===== src/rtl/xcg_pkg.sv =====
package xcg_pkg;
  localparam int IMM_W  = 8;
  localparam int WORD_W = 20;

  // field positions a downstream engine decodes
  localparam int P_XFER   = 8;
  localparam int P_EXP    = 9;
  localparam int P_MODE   = 10;
  localparam int P_CS_LO  = 12;
  localparam int P_BUS_LO = 14;
  localparam int P_TX     = 16;
  localparam int P_RX     = 17;
  localparam logic [1:0] MODE_SINGLE = 2'b01;

  typedef struct packed {
    logic [IMM_W-1:0] imm;
    logic             xfer;
    logic             expo;
    logic             rx;
  } entry_t;

  // pad a byte count to a word multiple inside the 8-bit field
  function automatic logic [IMM_W-1:0] pad_word(input logic [IMM_W-1:0] v);
    logic [IMM_W-1:0] s;
    s = v + IMM_W'(3);
    return {s[IMM_W-1:2], 2'b00};
  endfunction
endpackage


===== src/rtl/xcg_split.sv =====
module xcg_split
  import xcg_pkg::*;
#(
  parameter int LEN_W = 32
) (
  input  logic [LEN_W-1:0] rem,
  input  logic             pad_en,
  output logic             use_exp,
  output logic [IMM_W-1:0] imm,
  output logic [LEN_W-1:0] chunk
);
  localparam int EXP_W = $clog2(LEN_W);

  // lowest set bit at or above the immediate width
  function automatic logic [EXP_W-1:0] low_hi_bit(input logic [LEN_W-1:0] r);
    logic [EXP_W-1:0] res;
    res = '0;
    for (int i = LEN_W - 1; i >= IMM_W; i--) begin
      if (r[i]) res = EXP_W'(i);
    end
    return res;
  endfunction

  logic [EXP_W-1:0] e;
  logic [IMM_W-1:0] tail;

  always_comb begin
    use_exp = |rem[LEN_W-1:IMM_W];
    e       = low_hi_bit(rem);
    tail    = rem[IMM_W-1:0];
    if (use_exp) begin
      imm   = IMM_W'(e);
      chunk = {{(LEN_W-1){1'b0}}, 1'b1} << e;
    end else begin
      imm   = (pad_en && (tail[1:0] != 2'b00)) ? pad_word(tail) : tail;
      chunk = rem;
    end
  end
endmodule


===== src/rtl/xcg_pack.sv =====
module xcg_pack
  import xcg_pkg::*;
(
  input  entry_t            f,
  output logic [WORD_W-1:0] word
);
  always_comb begin
    word                       = '0;
    word[IMM_W-1:0]            = f.imm;
    word[P_XFER]               = f.xfer;
    word[P_EXP]                = f.expo;
    word[P_MODE+1:P_MODE]      = MODE_SINGLE;
    word[P_CS_LO]              = 1'b1;
    word[P_BUS_LO]             = 1'b1;
    word[P_TX]                 = ~f.rx;
    word[P_RX]                 = f.rx;
  end
endmodule


===== src/rtl/xcg_top.sv =====
module xcg_top
  import xcg_pkg::*;
#(
  parameter int LEN_W   = 32,
  parameter int CMD_MAX = 4
) (
  input  logic                 clk,
  input  logic                 rst_n,
  input  logic                 req_valid,
  output logic                 req_ready,
  input  logic [LEN_W-1:0]     req_len,
  input  logic                 req_rx,
  input  logic                 req_dma,
  input  logic                 req_cmd,
  input  logic [8*CMD_MAX-1:0] req_cmd_bytes,
  output logic                 cmd_valid,
  input  logic                 cmd_ready,
  output logic [WORD_W-1:0]    cmd_word,
  output logic [LEN_W-1:0]     cmd_bytes
);
  localparam int CMD_W = 8 * CMD_MAX;

  logic             busy;
  logic [LEN_W-1:0] rem;
  logic             rx_q, dma_q, cmd_q;
  logic [CMD_W-1:0] cbuf;

  logic             use_exp;
  logic [IMM_W-1:0] split_imm;
  logic [LEN_W-1:0] split_chunk;
  logic [LEN_W-1:0] step;
  logic [LEN_W-1:0] rem_after;
  entry_t           ent;

  // named events for the checker
  logic req_take;
  logic entry_fire;
  logic last_fire;

  xcg_split #(.LEN_W(LEN_W)) u_split (
    .rem    (rem),
    .pad_en (dma_q & rx_q & ~cmd_q),
    .use_exp(use_exp),
    .imm    (split_imm),
    .chunk  (split_chunk)
  );

  always_comb begin
    if (cmd_q) begin
      ent.imm  = cbuf[7:0];
      ent.xfer = 1'b0;
      ent.expo = 1'b0;
      ent.rx   = 1'b0;
      step     = {{(LEN_W-1){1'b0}}, 1'b1};
    end else begin
      ent.imm  = split_imm;
      ent.xfer = 1'b1;
      ent.expo = use_exp;
      ent.rx   = rx_q;
      step     = split_chunk;
    end
  end

  xcg_pack u_pack (
    .f   (ent),
    .word(cmd_word)
  );

  assign req_ready  = ~busy;
  assign cmd_valid  = busy;
  assign cmd_bytes  = step;
  assign rem_after  = rem - step;
  assign req_take   = req_valid & ~busy;
  assign entry_fire = busy & cmd_ready;
  assign last_fire  = entry_fire & (rem_after == '0);

  always_ff @(posedge clk) begin
    if (!rst_n) begin
      busy  <= 1'b0;
      rem   <= '0;
      rx_q  <= 1'b0;
      dma_q <= 1'b0;
      cmd_q <= 1'b0;
      cbuf  <= '0;
    end else if (req_take) begin
      busy  <= (req_len != '0);
      rem   <= req_len;
      rx_q  <= req_rx;
      dma_q <= req_dma;
      cmd_q <= req_cmd;
      cbuf  <= req_cmd_bytes;
    end else if (entry_fire) begin
      rem  <= rem_after;
      cbuf <= cbuf >> 8;
      if (rem_after == '0) busy <= 1'b0;
    end
  end
endmodule


===== config.mk =====
export PLATFORM = sky130hd
export DESIGN_NAME = xcg_top
export DESIGN_NICKNAME = d
export VERILOG_FILES = /design/src/rtl/xcg_pkg.sv /design/src/rtl/xcg_split.sv /design/src/rtl/xcg_pack.sv /design/src/rtl/xcg_top.sv
export SDC_FILE = /design/constraint.sdc
export NUM_CORES = 1
export LEC_CHECK = 0
export BUFFER_PORTS_ARGS = -buffer_cell sky130_fd_sc_hd__buf_4
export CAP_MARGIN = 20
export CORE_MARGIN = 4
export CORE_UTILIZATION = 35
export CTS_BUF_LIST = sky130_fd_sc_hd__clkbuf_8 sky130_fd_sc_hd__clkbuf_16
export DETAILED_ROUTE_END_ITERATION = 8
export SKIP_LAST_GASP = 1
export SLEW_MARGIN = 20
export SYNTH_ARGS = -nofsm -noshare
export SYNTH_HDL_FRONTEND = slang
export SYNTH_SLANG_ARGS = --single-unit

===== constraint.sdc =====
create_clock -name clk -period 6.3 [get_ports clk]
set_input_delay 1.26 -clock clk [delete_from_list [all_inputs] [get_ports clk]]
set_output_delay 1.26 -clock clk [all_outputs]
set_load 0.02 [all_outputs]

### Word level (Yosys, flattened, before mapping)

Index checks and enable logic that the tools add are counted.

* bits in registers: 68
* input bits: 71

* add/subtract/negate cells: 2
* shift operators: 1
* mux-type cells: 36
* bitwise logic cells: 7
* reductions and logical operators: 8

Operators with widths (number)
* $mux W32: 6
* $mux W5: 24
* $logic_not A32 Y1: 1
* $reduce_bool A32 Y1: 1
* $shl A1 B5 Y32 const A: 1
* $sub A32 B32 Y32: 1
* $reduce_or A24 Y1: 1
* $mux W8: 2
* $mux W11: 1
* $add A8 B2 Y8 const B: 1
* $reduce_bool A2 Y1: 3
* $and A1 B1 Y1: 4
* $mux W1: 3
* $not A1 Y1: 3
* $reduce_and A2 Y1: 1
* $logic_and A1 B1 Y1: 1

### Longest topological paths before layout

Gate-level depths: netlist of run 1.

* depth in word-level cells: 32
* gate-level depth with buffers: 21

### Hierarchy

A second synthesis of run 1 with hierarchy kept.

* cells, all modules: 780
* area total of the unflattened synthesis: 5769.3 um^2

By module, submodules not included
* xcg_top: times used 1, cells each 635, area an instance 4893.4 um^2, sequential area each 1361.3 um^2
* xcg_split: times used 1, cells each 123, area an instance 721.9 um^2, sequential area each 0.0 um^2
* xcg_pack: times used 1, cells each 22, area an instance 153.9 um^2, sequential area each 0.0 um^2

### Worst setup path after synthesis of run 1

Ideal clock, no wire load.

* kind: register -> register
* start point: reg rem[31]
* end point: reg busy (netlist: cmd_valid)
* library setup time: 128 ps
* data arrival time: 4400 ps
* setup slack: 1773 ps
* stages on the path, launching flop included: 21
* clock period less this slack: 4527 ps
* path through: dfxtp_1 nor2b_1 o21bai_1 a21oi_1 o21ai_0 a2111o_1 a211o_1 a21o_1 nor2_1 nand2_1 ha_1 a21o_1 a311o_1 and3b_4 nor4_4 nor2_1 xnor2_1 or4_1 nor4_1 and4_1 a31oi_1

* longest elaborated chain between the ends: 31
* elaborated cells on any way between the ends: 32
* classes of those cells: add/sub: 1; shift: 1; mux: 26; reduce/logical: 4

RTL lines
* start: declaration: line xcg_top.sv:24 `logic [LEN_W-1:0] rem;`
* start signal: assignment: line xcg_top.sv:87 `rem <= req_len;`
* start signal: assignment: line xcg_top.sv:93 `rem <= rem_after;`
* $mux W5 (24 in series): line xcg_split.sv:19 `if (r[i]) res = EXP_W'(i);`
* $shl A1 B5 Y32: line xcg_split.sv:33 `chunk = {{(LEN_W-1){1'b0}}, 1'b1} << e;`
* $mux W32: line xcg_split.sv:31 `if (use_exp) begin`
* $mux W32: line xcg_top.sv:49 `if (cmd_q) begin`
* $sub A32 B32 Y32 (*): line xcg_top.sv:72 `assign rem_after = rem - step;`
* $logic_not A32 Y1 (*): line xcg_top.sv:95 `if (rem_after == '0) busy <= 1'b0;`
* $reduce_bool A2 Y1 (no source line) (*)
* $reduce_and A2 Y1 (no source line) (*)
* end signal: assignment: line xcg_top.sv:86 `busy <= (req_len != '0);`
* end: declaration: line xcg_top.sv:23 `logic busy;`

Every way passes the cells marked *; elsewhere a longest branch is shown, timed or not.
A chain may end at the register's enable or synchronous reset.

### Final worst setup path of run 1

* start point: reg rem[24]
* end point: reg busy (netlist: cmd_valid)

* longest elaborated chain between the ends: 24
* elaborated cells on any way between the ends: 25
* classes of those cells: add/sub: 1; shift: 1; mux: 19; reduce/logical: 4

RTL lines (line)
* $mux W5 (17 in series): xcg_split.sv:19
* $shl A1 B5 Y32: xcg_split.sv:33
* $mux W32: xcg_split.sv:31
* $mux W32: xcg_top.sv:49
* $sub A32 B32 Y32 (*): xcg_top.sv:72
* $logic_not A32 Y1 (*): xcg_top.sv:95
* $reduce_bool A2 Y1 (no source line) (*)
* $reduce_and A2 Y1 (no source line) (*)

Marked as above.

==> results list, run 1 <==
- Top routing layer in use: met4
* CTS tree: built
* Required time of the critical path: 6.51 ns
* Most used standard cells in the synthesized netlist: sky130_fd_sc_hd__nand2_1, sky130_fd_sc_hd__a21oi_1, sky130_fd_sc_hd__nor2_1, sky130_fd_sc_hd__dfxtp_1, sky130_fd_sc_hd__inv_1
- The initial utilization of the core area, before any placement, comes to 0.361.
* Detailed route wirelength on metal3: roughly 1.5 mm
- The first detailed-routing pass ran for 5 iterations.
- Post-layout minimum cycle time: 5.19 ns
- The area growth from synthesis to layout is 24.2%.
- Post-synthesis average cell area: 7.32 sq um
- Max frequency: roughly 0.19 GHz
- Dividing the detail-routed via count by the number of cells gives 5.77.
- Multiplexer fraction of the synthesized cell area: 0.00565
- Summed over all layers, the global routing overflow is 0.
- Kind of start point of the critical path: flop
- For the final database, setup skew stands at about 0.0095 ns.
- Setup violations remaining at the end of the flow were counted as 0.
- The H-tree was split into 3 levels.
* Detailed-routing wirelength on met1: 8.60 mm
* Count of maximum capacitance violations: 0
* Tcrit/Tclk final: 0.824
- The number of antenna diodes in the final layout is 0.
- In the final design database the tool counted 926 nets.
- RSZ-0062 raised after global routing: no
- Share of synthesized area occupied by flip-flops and latches: 0.256
- Post-route cell area: between 6000 and 7000 sq um
- The first routing iteration left between 500 and 600 violations.
- Final hold slack: 0.454 ns
* Hold/Removal Path Class: flop to flop
- Most instantiated library cell after synthesis: sky130_fd_sc_hd__nand2_1
- Number of storage elements in the synthesis netlist: 68
- Routed WL: 19.2 mm
* Met2 layer wire length in the routed design: ~9 mm
- The region available for standard cell placement spans 14700 sq um.
- Clk_lat worst skew: 0.34 ns
- The floorplan step defined a die boundary enclosing between 15000 and 20000 sq um.
- Pin count of the biggest net entering global routing: 70
- Cell Count, Final, Fillers Out: roughly 1000
* Adder-cell share of the synthesized area: 0.0768
- The clock passes through at most 2 buffers.
- In this run the worst path has a maximum fanout of 8.
- Clk slew on worst S/H paths: 0.06 ns
- In this run, placement finished with an instance count of 996.
- Width of the die: 131 microns
* Vertical die dimension: 131 microns
* GPL Wtd Cong: between 1 and 1.5
- Counting flops with a built-in enable in the synthesized netlist gives 0.
* Placement Rows: 44
- Transition time at the pin with the least slew margin: 0.917 ns
- Vias in the first global route: 5391
* Number of antenna-violating nets in the routed design: 0
- For this run, the total global-route usage over all layers was measured as 0.214.
* Worst supply voltage drop on vdd: roughly 0.21 mV
- Reported leakage power: around 3.0 nW
- Main combinational cell family by area after synthesis: compound AO/OA/AOI/OAI gates
* Sink Count: 68
* Outcome: completed
* Total CTS buffers: 9
- Before CTS, the worst setup slack after placement is 1.21 ns.
* Clock tree root buffer cell: sky130_fd_sc_hd__clkbuf_16
* Xor/xnor cell area share of the yosys netlist: 0.0478
- Synthesis handed over a netlist of 726 instances.
- After detailed placement, the total cell area comes to roughly 6300 sq um.
* Worst setup slack after layout: 1.11 ns
* Most used DFF post-synth: sky130_fd_sc_hd__dfxtp_1
* Simple-gate portion of the synthesized area: 0.228
* Critical path capture point type: flop
- Adding up every negative setup slack in the final design gives 0 ns.
* Compound-gate portion of the synthesized area: 0.311
- Total half-perimeter wirelength after legalization and detailed placement: 14.8 mm
- Post-CTS resize count: 0
- The synthesized netlist occupies a cell area of around 5300 sq um.
* Layout cells sized above 1: 0.191
- Yosys mapped the design onto 72 distinct sky130hd cell types.
* Fillcell total: approximately 1500
- The first global-routing pass estimated 29.7 mm of wire.
- For this block, the via count after detailed routing is 5835.
- The number of endpoints with negative hold slack in the final report was 0.
- Max-slew violations: 0
- The worst setup path is of the flop to flop kind.
- Post-synthesis async set-or-reset flop share: 0
- Number of antenna violations at the first check in global routing: 0
* Post-CTS Hold Fix Bufs: 0
- The Yosys step of the flow raised 0 warnings.
- Util after Layout: 0.449
- Buffers placed on the I/O ports in this run total between 100 and 150.
- Dividing total power by cell area gives a power density of slightly above 400 nW/um^2.
* Post-layout total power: 2.74 mW
* Fraction of synthesized cell area taken by the top area cell type: 0.256
- Ranked by total cell area, the synthesized netlist is headed by sky130_fd_sc_hd__dfxtp_1, sky130_fd_sc_hd__ha_1, sky130_fd_sc_hd__nand2_1, sky130_fd_sc_hd__a22oi_1, sky130_fd_sc_hd__a21oi_1.
- Number of design rule violations left after detail routing: 0
* Cell type with the largest total area after synthesis: sky130_fd_sc_hd__dfxtp_1
- Buffers added to address setup during post-CTS repair amount to 0.
* Per-cell routed wire length: 19.0 microns
- Rel. slew slack: 0.388
- 125 I/O pins were placed.
- Data on the critical path arrives at its endpoint at ~5.4 ns.
[layout make-up]
class	count	area (sq um)	area share
multi-input combinational	572	3600	0.546
sequential	68	1360	0.206
timing repair buffer	121	908	0.138
clock buffer	10	239	0.0362
tap	184	230	0.0349
inverter	51	193	0.0292
clock inverter	6	65.1	0.00986
[cells by family after synthesis]
logic type | Yosys count
muxes | 3
xor gates and xnor gates | 29
DFF | 68
buffers and inverters | 92
and+or+nand+nor | 262
other | 2
AOI/OAI and AO/OA | 238
adders and majority gates | 32
[final timing paths]
check / from / endpoint / slack (ns) / cells after the start
min: cbuf[23]$_SDFFE_PN0P_ / cbuf[23]$_SDFFE_PN0P_ / 0.45 / 2
max: rem[24]$_SDFFE_PN0P_ / cmd_valid$_SDFFE_PN0P_ / 1.11 / 18
max reg2reg: rem[24]$_SDFFE_PN0P_ / cmd_valid$_SDFFE_PN0P_ / 1.11 / 18
min reg2reg: cbuf[23]$_SDFFE_PN0P_ / cbuf[23]$_SDFFE_PN0P_ / 0.45 / 2
[sequential cells by signal, indices dropped and copies added, names as in the netlist]
name / flops
cbuf: 32
cmd_q: 1
cmd_valid: 1
dma_q: 1
rem: 32
rx_q: 1
[critical path, stage by stage (launching register included)]
cell	delay [ns]
sky130_fd_sc_hd__dfxtp_1	0.37
sky130_fd_sc_hd__or4_1	0.59
sky130_fd_sc_hd__o21ai_1	0.16
sky130_fd_sc_hd__nand2_1	0.09
sky130_fd_sc_hd__a21oi_2	0.30
sky130_fd_sc_hd__nand3_2	0.16
sky130_fd_sc_hd__nor2b_1	0.36
sky130_fd_sc_hd__nand2_1	0.12
sky130_fd_sc_hd__ha_1	0.45
sky130_fd_sc_hd__a21o_1	0.20
sky130_fd_sc_hd__a311o_1	0.35
sky130_fd_sc_hd__and3b_4	0.20
sky130_fd_sc_hd__nor4_4	0.35
sky130_fd_sc_hd__nor2_1	0.11
sky130_fd_sc_hd__xnor2_1	0.16
sky130_fd_sc_hd__or4_1	0.55
sky130_fd_sc_hd__nor4_1	0.24
sky130_fd_sc_hd__and4_1	0.22
sky130_fd_sc_hd__a31oi_1	0.08
[layout by cell type (no fill, tap or decap), types with 3 or more instances in the layout]
master                       Yosys  routed
sky130_fd_sc_hd__nor3_1         13      13
sky130_fd_sc_hd__and3_1          5       5
sky130_fd_sc_hd__nor4_1         19      19
sky130_fd_sc_hd__o21ai_1         3       3
sky130_fd_sc_hd__buf_4           8     121
sky130_fd_sc_hd__o211ai_1        3       3
sky130_fd_sc_hd__nor2_1         71      70
sky130_fd_sc_hd__nand2_1       101     101
sky130_fd_sc_hd__mux2i_1         3       3
sky130_fd_sc_hd__a31oi_1         7       7
sky130_fd_sc_hd__nor2b_1         4       3
sky130_fd_sc_hd__nand3_1        14      14
sky130_fd_sc_hd__clkinvlp_4      0       3
sky130_fd_sc_hd__a211oi_1        3       3
sky130_fd_sc_hd__conb_1          2       8
sky130_fd_sc_hd__ha_1           31      31
sky130_fd_sc_hd__xnor2_1        19      19
sky130_fd_sc_hd__or3_1           3       3
sky130_fd_sc_hd__a22o_1          6       6
sky130_fd_sc_hd__dfxtp_1        68      68
sky130_fd_sc_hd__inv_1          50      51
sky130_fd_sc_hd__and2_1          9       9
sky130_fd_sc_hd__a21oi_1        71      71
sky130_fd_sc_hd__a221oi_1       11      11
sky130_fd_sc_hd__nand2b_1        3       3
sky130_fd_sc_hd__o21ai_0        18      18
sky130_fd_sc_hd__a21o_1         18      18
sky130_fd_sc_hd__o31ai_1         6       6
sky130_fd_sc_hd__clkbuf_16       0       9
sky130_fd_sc_hd__o21bai_1        4       4
sky130_fd_sc_hd__a22oi_1        49      49
sky130_fd_sc_hd__nand4_1         6       6
sky130_fd_sc_hd__xor2_1         10      10
sky130_fd_sc_hd__o21a_1          7       7
[per-layer routing]
metal  global-route usage  vias to the layer above
met2                0.340                      264
li1                     -                     2820
met4               0.0583                        0
met1                0.294                     2716
met3               0.0455                       35
met5                    0                        -
[power breakdown]
group / internal [mW] / total (mW) / switching, mW
registers: 0.476 / 0.543 / 0.0672
clock network: 0.316 / 0.514 / 0.198
logic: 0.653 / 1.68 / 1.03
(Power assumes the default switching activity.)
==> run 2, diff against run 1 <==
clock period = 5.25 ns   (was 6.3 ns; I/O delays follow)
==> run 2 against run 1 <==
- power up 23%
- sequential share of layout area down 0.35 points
- wire length up 0.60%
- largest power group unchanged
- highest routed layer unchanged
==> results list, run 2 (same netlist as run 1, synthesis figures left out) <==
* Layout cells sized above 1: 0.207
* Placement Rows: 44
- At the worst endpoint, the arrival time is 5.21 ns.
- Diodes inserted: 0
* Critical path capture point type: flop
- For this design, the sink count on the clock tree is 68.
- Highest-count cells in the layout ignoring fill and taps: sky130_fd_sc_hd__buf_4, sky130_fd_sc_hd__nand2_1, sky130_fd_sc_hd__a21oi_1
- Summing all placed instances gives a cell area of between 6000 and 7000 sq um.
* Biggest registers after layout: cbuf x32, rem x32
* Hold violation count in the final report: 0
* Transition time at the pin with the least slew margin: 1.03 ns
* Top routing layer in use: met4
- Cell internal pwr: roughly 1.8 mW
- In this run the standard cell core region covers 14700 sq um.
- Dividing the final minimum period by the clock period gives 0.952.
- Worst supply voltage drop on vdd: 0.192 mV
- The routed design has between 15 and 20 mm of wire.
- Required time of the critical path: 5.46 ns
* Multi-input gate area in the final layout: 3620 sq um
* Max frequency: 0.200 GHz
* Vias in the first global route: around 5400
- In this run the remaining antenna-violating nets after routing total 0.
* Clk_lat worst skew: 0.34 ns
- The first global-routing pass estimated 30.0 mm of wire.
- The clock tree synthesis step divided the H-tree into 3 levels.
* Hold/Removal Path Class: flop to flop
* Total routing usage reported by global routing: 0.215
* Total CTS buffers: 9
* Fillcell total: 1506
- Post-CTS resize count: 0
- Deepest clock path buffer count: 2
- Count of maximum capacitance violations: 0
* Part of the power in registers: 0.192
- Entering global routing, the biggest net connects 64 pins.
- After detailed routing, the wire length on met1 is 9.00 mm.
- Combinational Power Share: 0.613
* Power density of the placed cells: 502 nW/um^2
- Max-slew violations: 0
- Hold is met by about 0.45 ns.
- Via/cell ratio: 5.65
- Effective utilization at floorplan: 0.361
- STA classifies the critical path startpoint as a flop.
* Sw Ratio: 0.463
- Setup repair after global routing left no endpoint under its margin.
* Detailed route wirelength on metal3: roughly 1.3 mm
* Vertical die dimension: 131 microns
- Width of the die: 131 microns
* Number of top-level design ports: 125
* Post-layout minimum cycle time: roughly 5.0 ns
- The library cell used most frequently in the layout, excluding fill and tap cells, is sky130_fd_sc_hd__buf_4.
* Util after Layout: 0.457
- Fin nets: 938
- After global routing the overflow that remains totals 0.
* Buffers added on ports: 116
* Post-layout total power: about 3.4 mW
- After detailed routing, the number of remaining DRC violations is 0.
- The congestion estimate from routability-driven global placement came to 0.990.
- In this run, the number of DRC markers left after iteration 0 of detailed routing was 544.
- Summed over all nets, the switching power comes to 1.56 mW.
- Detailed placement finished with a half-perimeter wire length of 15.0 mm.
* Post-route cell area: approximately 6700 sq um
- Adding up every negative setup slack in the final design gives 0 ns.
* Clock tree root buffer cell: sky130_fd_sc_hd__clkbuf_16
* Met2 layer wire length in the routed design: approximately 8.7 mm
- Number of antenna violations at the first check in global routing: 0
- The run finished with clean final reports.
- Per-cell routed wire length: 18.9 microns
- On the final layout, the worst clock skew is 0.00876 ns.
- Critical path class: flop to flop
* Clock group share of total power: 0.195
* Post-CTS Hold Fix Bufs: 0
- Rel. slew slack: 0.312
- CTS tree: built
* Area enclosed by the die boundary: 17200 sq um
* Clk slew on worst S/H paths: 0.06 ns
* Reported leakage power: 3.07 nW
- Setup violations remaining at the end of the flow were counted as 0.
- Buffers inserted during post-CTS setup optimization: 0
* Area Overhead vs Synth: 26.4%
- The detailed router placed 5776 vias in this run.
- Length of the first detailed-routing pass in iterations: 6
- In this run the worst path has a maximum fanout of 8.
* Sequential cell area: 1360 sq um
-- run 2: cell count changes in the layout (fill, tap and decap cells not counted), sizes merged --
cell / change
clkbuf: -1
clkinvlp: -1
buf: +12
bufinv: +1
clkinv: -1
inv: +1
-- run 2: path summary, 6_finish.rpt --
path / from / end / slack [ns] / depth (start not counted)
setup / recovery: rem[24]$_SDFFE_PN0P_ / cmd_valid$_SDFFE_PN0P_ / 0.25 / 18
hold / removal: cbuf[18]$_SDFFE_PN0P_ / cbuf[18]$_SDFFE_PN0P_ / 0.45 / 2
setup reg to reg: rem[24]$_SDFFE_PN0P_ / cmd_valid$_SDFFE_PN0P_ / 0.25 / 18
hold reg to reg: cbuf[18]$_SDFFE_PN0P_ / cbuf[18]$_SDFFE_PN0P_ / 0.45 / 2
-- run 2: layout make-up --
class                           count  area share
Clock buffer                        9      0.0336
Clock inverter                      6      0.0132
Inverter                           51      0.0285
Multi-Input combinational cell    572       0.539
Sequential cell                    68       0.203
Tap cell                          184      0.0343
Timing Repair Buffer              133       0.149
-- run 2: metal layers --
metal,vias to the layer above,track usage
li1,2842,-
met1,2709,0.309
met2,198,0.333
met3,27,0.0367
met4,0,0.0618
met5,-,0
-- run 2: critical path, cell delays in order (launching register included) --
cell                      delay [ns]
sky130_fd_sc_hd__dfxtp_1        0.36
sky130_fd_sc_hd__or4_1          0.55
sky130_fd_sc_hd__o21ai_1        0.15
sky130_fd_sc_hd__nand2_1        0.09
sky130_fd_sc_hd__a21oi_2        0.30
sky130_fd_sc_hd__nand3_2        0.17
sky130_fd_sc_hd__nor2b_1        0.26
sky130_fd_sc_hd__nand2_1        0.11
sky130_fd_sc_hd__ha_1           0.45
sky130_fd_sc_hd__a21o_1         0.19
sky130_fd_sc_hd__a311o_1        0.35
sky130_fd_sc_hd__and3b_4        0.20
sky130_fd_sc_hd__nor4_4         0.36
sky130_fd_sc_hd__nor2_1         0.10
sky130_fd_sc_hd__xnor2_1        0.15
sky130_fd_sc_hd__or4_1          0.55
sky130_fd_sc_hd__nor4_2         0.24
sky130_fd_sc_hd__and4_1         0.21
sky130_fd_sc_hd__a31oi_1        0.08
-- run 2: power by group through the flow --
stage,clock (mW),combinational [mW],sequential [mW]
after floorplan,0,1.44,0.628
after global placement,0,2.03,0.653
after detailed placement,0,2.01,0.654
after CTS,0.666,2.02,0.644
after global routing,0.688,2.23,0.653
final,0.657,2.06,0.646
-- run 2: through the flow --
step | worst slack [ns] | cells
after floorplan | 0.723 | 732
after global placement | 0.303 | 1008
after detailed placement | 0.229 | 1008
after CTS | 0.216 | 1023
after global routing | 0.0296 | 1023
final | 0.252 | 1023
==> run 3, diff against run 2 <==
clock period = 4.3 ns   (was 5.25 ns; I/O delays follow)
==> run 3 against run 2 <==
- the flow now finishes with violations (setup timing)
- critical path depth up 2
- critical path type unchanged
- core utilization increased by 12 points
- cell area increased by 26%
- worst setup slack lost 0.45 ns
- clock skew shrank 0.0020 ns
==> results list, run 3 (same netlist as run 1, synthesis figures left out) <==
* Outcome: complete, but fails checks
* Violated checks: setup timing
- Vias in the first global route: approximately 6300
* Overflow left after global routing: 0
- The die is 131 microns tall.
* Critical Path Max Stage Delay: 0.54 ns
- Post-route setup TNS: -0.468 ns
* Critical path capture point type: flop
- Sink Count: slightly below 70
* Register-to-Register Setup Slack: -0.20 ns
- At the end of routability-driven placement, the weighted congestion stood at between 0.9 and 1.
- Along the worst hold path, the cell count comes to 2.
- During I/O placement, the number of pins put on the boundary was 125.
* Total CTS buffers: 9
- Via/cell ratio: 5.40
* Placement-stage worst setup slack: -0.374 ns
- Kind of start point of the critical path: flop
* Vias: about 6500
- Required time of the critical path: approximately 4.5 ns
- Post-layout minimum cycle time: 4.50 ns
- For this configuration, the core starts out at a cell density of 0.361.
- The root buffer cell chosen for the clock tree is sky130_fd_sc_hd__clkbuf_16.
* Length of the first detailed-routing pass in iterations: 5
- Post-layout total power: 5.64 mW
* Worst Hold Launch: cbuf[18]$_SDFFE_PN0P_
* Worst flop-to-flop path endpoint: cmd_valid$_SDFFE_PN0P_
* Most common library cell in the layout ignoring fill and taps: sky130_fd_sc_hd__buf_4
- Number of levels the H-tree was split into: 3
- Tcrit/Tclk final: 1.05
- Max-slew violations: 0
* Per-cell routed wire length: around 18 microns
* Width of the die: 131 microns
* Worst setup slack after layout: -0.199 ns
- Number of design rule violations left after detail routing: 0
- Rel. slew slack: 0.394
- Standard cell core area: 14700 sq um
- Transition time at the pin with the least slew margin: 0.907 ns
- Setup repair after global routing could not meet its margin everywhere.
- Ordered list of cells on the worst path: or4_1 -> o21ai_1 -> nand2_1 -> a21oi_4 -> nand2_1 -> nor2_1 -> nand2_2 -> ha_4 -> buf_4 -> a311o_1 -> buf_4 -> nand4_1 -> a21o_1 -> buf_4 -> o31ai_4 -> a41o_1 -> nand2_1 -> a2111oi_2 -> and4_1 -> a31oi_1
- Along the worst path, the maximum fanout reaches 5.
- Data on the critical path arrives at its endpoint at between 4 and 5 ns.
- Clk slew on worst S/H paths: 0.06 ns
- Critical path class: flop to flop
- IR analysis of the VDD net gives a maximum drop of 0.384 mV.
- The number of antenna violations at the first check in global routing is 0.
- The repair_antennas step left the layout with diodes totalling 0.
* Power density of the placed cells: 664 nW/um^2
- The wire-length estimate of the detail-placed layout is 16.0 mm.
* Layout cells sized above 1: 0.412
- Deepest clock path buffer count: 2
* Wire length of the first global-routing pass: 32.9 mm
* Initial detailed-routing violation count: 497
- In the global route stage, overall resource usage came out at 0.233.
- Setup violations remaining at the end of the flow were counted as 4.
- The clock reaches the later pin of the worst-skew pair after 0.33 ns.
* Fin nets: 1116
* Cell at the slowest stage of the critical path: sky130_fd_sc_hd__or4_1
- The worst hold path terminates at cbuf[18]$_SDFFE_PN0P_.
- Buffers added on ports: 116
- Number of cells traversed by the worst register-to-register path: 20
* Pin count of the biggest net entering global routing: 70
- Area Overhead vs Synth: 59.8%
- Summed over all cells, the static leakage comes to 4.04 nW.
* Number of antenna-violating nets in the routed design: 0
- Util after Layout: 0.578
- Highest-count cells in the layout ignoring fill and taps: sky130_fd_sc_hd__buf_4, sky130_fd_sc_hd__nand2_1, sky130_fd_sc_hd__dfxtp_1
- Count of maximum capacitance violations: 0
* Hold violation count in the final report: 0
- TritonCTS built the clock tree.
- The die covers 17200 sq um.
* Hold/Removal Path Class: flop to flop
* Max frequency: around 0.22 GHz
- The initialized floorplan defines 44 standard-cell rows.
- Launch instance of the worst register-to-register path: rem[24]$_SDFFE_PN0P_
* Routed WL: approximately 21 mm
- Biggest registers after layout: cbuf x32, rem x32
- Worst clock skew: 0.00678 ns
## run 3: power breakdown
group          switching, mW  leakage (nW)  total (mW)  internal [mW]
combinational           2.04          3.33        4.12           2.08
sequential            0.0653         0.560       0.763          0.698
clock                  0.276         0.153       0.752          0.476
total                   2.38          4.04        5.64           3.25
## run 3: how the worst max path moves through the flow
stage                         startpoint                endpoint  slack (ns)  cells past startpoint
finish              rem[24]$_SDFFE_PN0P_  cmd_valid$_SDFFE_PN0P_       -0.20                     20
global placement    rem[31]$_SDFFE_PN0P_  cmd_valid$_SDFFE_PN0P_       -0.35                     20
floorplan           rem[31]$_SDFFE_PN0P_  cmd_valid$_SDFFE_PN0P_       0.006                     20
detailed placement  rem[31]$_SDFFE_PN0P_  cmd_valid$_SDFFE_PN0P_       -0.37                     20
global route        rem[31]$_SDFFE_PN0P_    rem[31]$_SDFFE_PN0P_       -0.42                     20
CTS                 rem[31]$_SDFFE_PN0P_  cmd_valid$_SDFFE_PN0P_       -0.31                     20
## run 3: per-stage QoR
stage	hold slack, ns	std cells	instance area [sq um]
after floorplan	0.436	732	5390
after global placement	0.442	1173	7670
after detailed placement	0.447	1173	7670
after CTS	0.454	1198	8190
after global routing	0.473	1202	8490
final	0.454	1202	8490
## run 3: layout make-up
cell class | instances | area (sq um)
Fill cell | 1391 | 6210
Multi-Input combinational cell | 572 | 4060
Timing Repair Buffer | 311 | 2340
Sequential cell | 68 | 1360
Clock buffer | 11 | 253
Tap cell | 184 | 230
Inverter | 51 | 193
Clock inverter | 5 | 51.3
## run 3: metal layers
layer	GRT usage	share of wire	routed length, microns	up-vias
li1	-	-	-	3192
met3	0.0420	0.055	1160	43
met5	0	0	0	-
met4	0.0869	0.034	719	0
met1	0.312	0.45	9440	3046
met2	0.375	0.46	9770	213
## run 3: what timing repair did
action / in CTS / in global routing
buffers inserted: 9 / 6
endpoints found under the hold margin: 0 / 0
pin swaps: 20 / 23
resized for setup: 28 / 52
setup endpoints to repair: 13 / 19
hold buffers: 0 / 0
## run 3: worst max-delay path: cells and delay by family (launching register included)
| family | cells | cell delay, ns |
|---|---|---|
| AO/OA/AOI/OAI | 8 | 1.72 |
| adder cells (fa/ha/maj) | 1 | 0.30 |
| buffers and inverters | 3 | 0.41 |
| flip-flops | 1 | 0.34 |
| AND/OR/NAND/NOR | 8 | 1.60 |
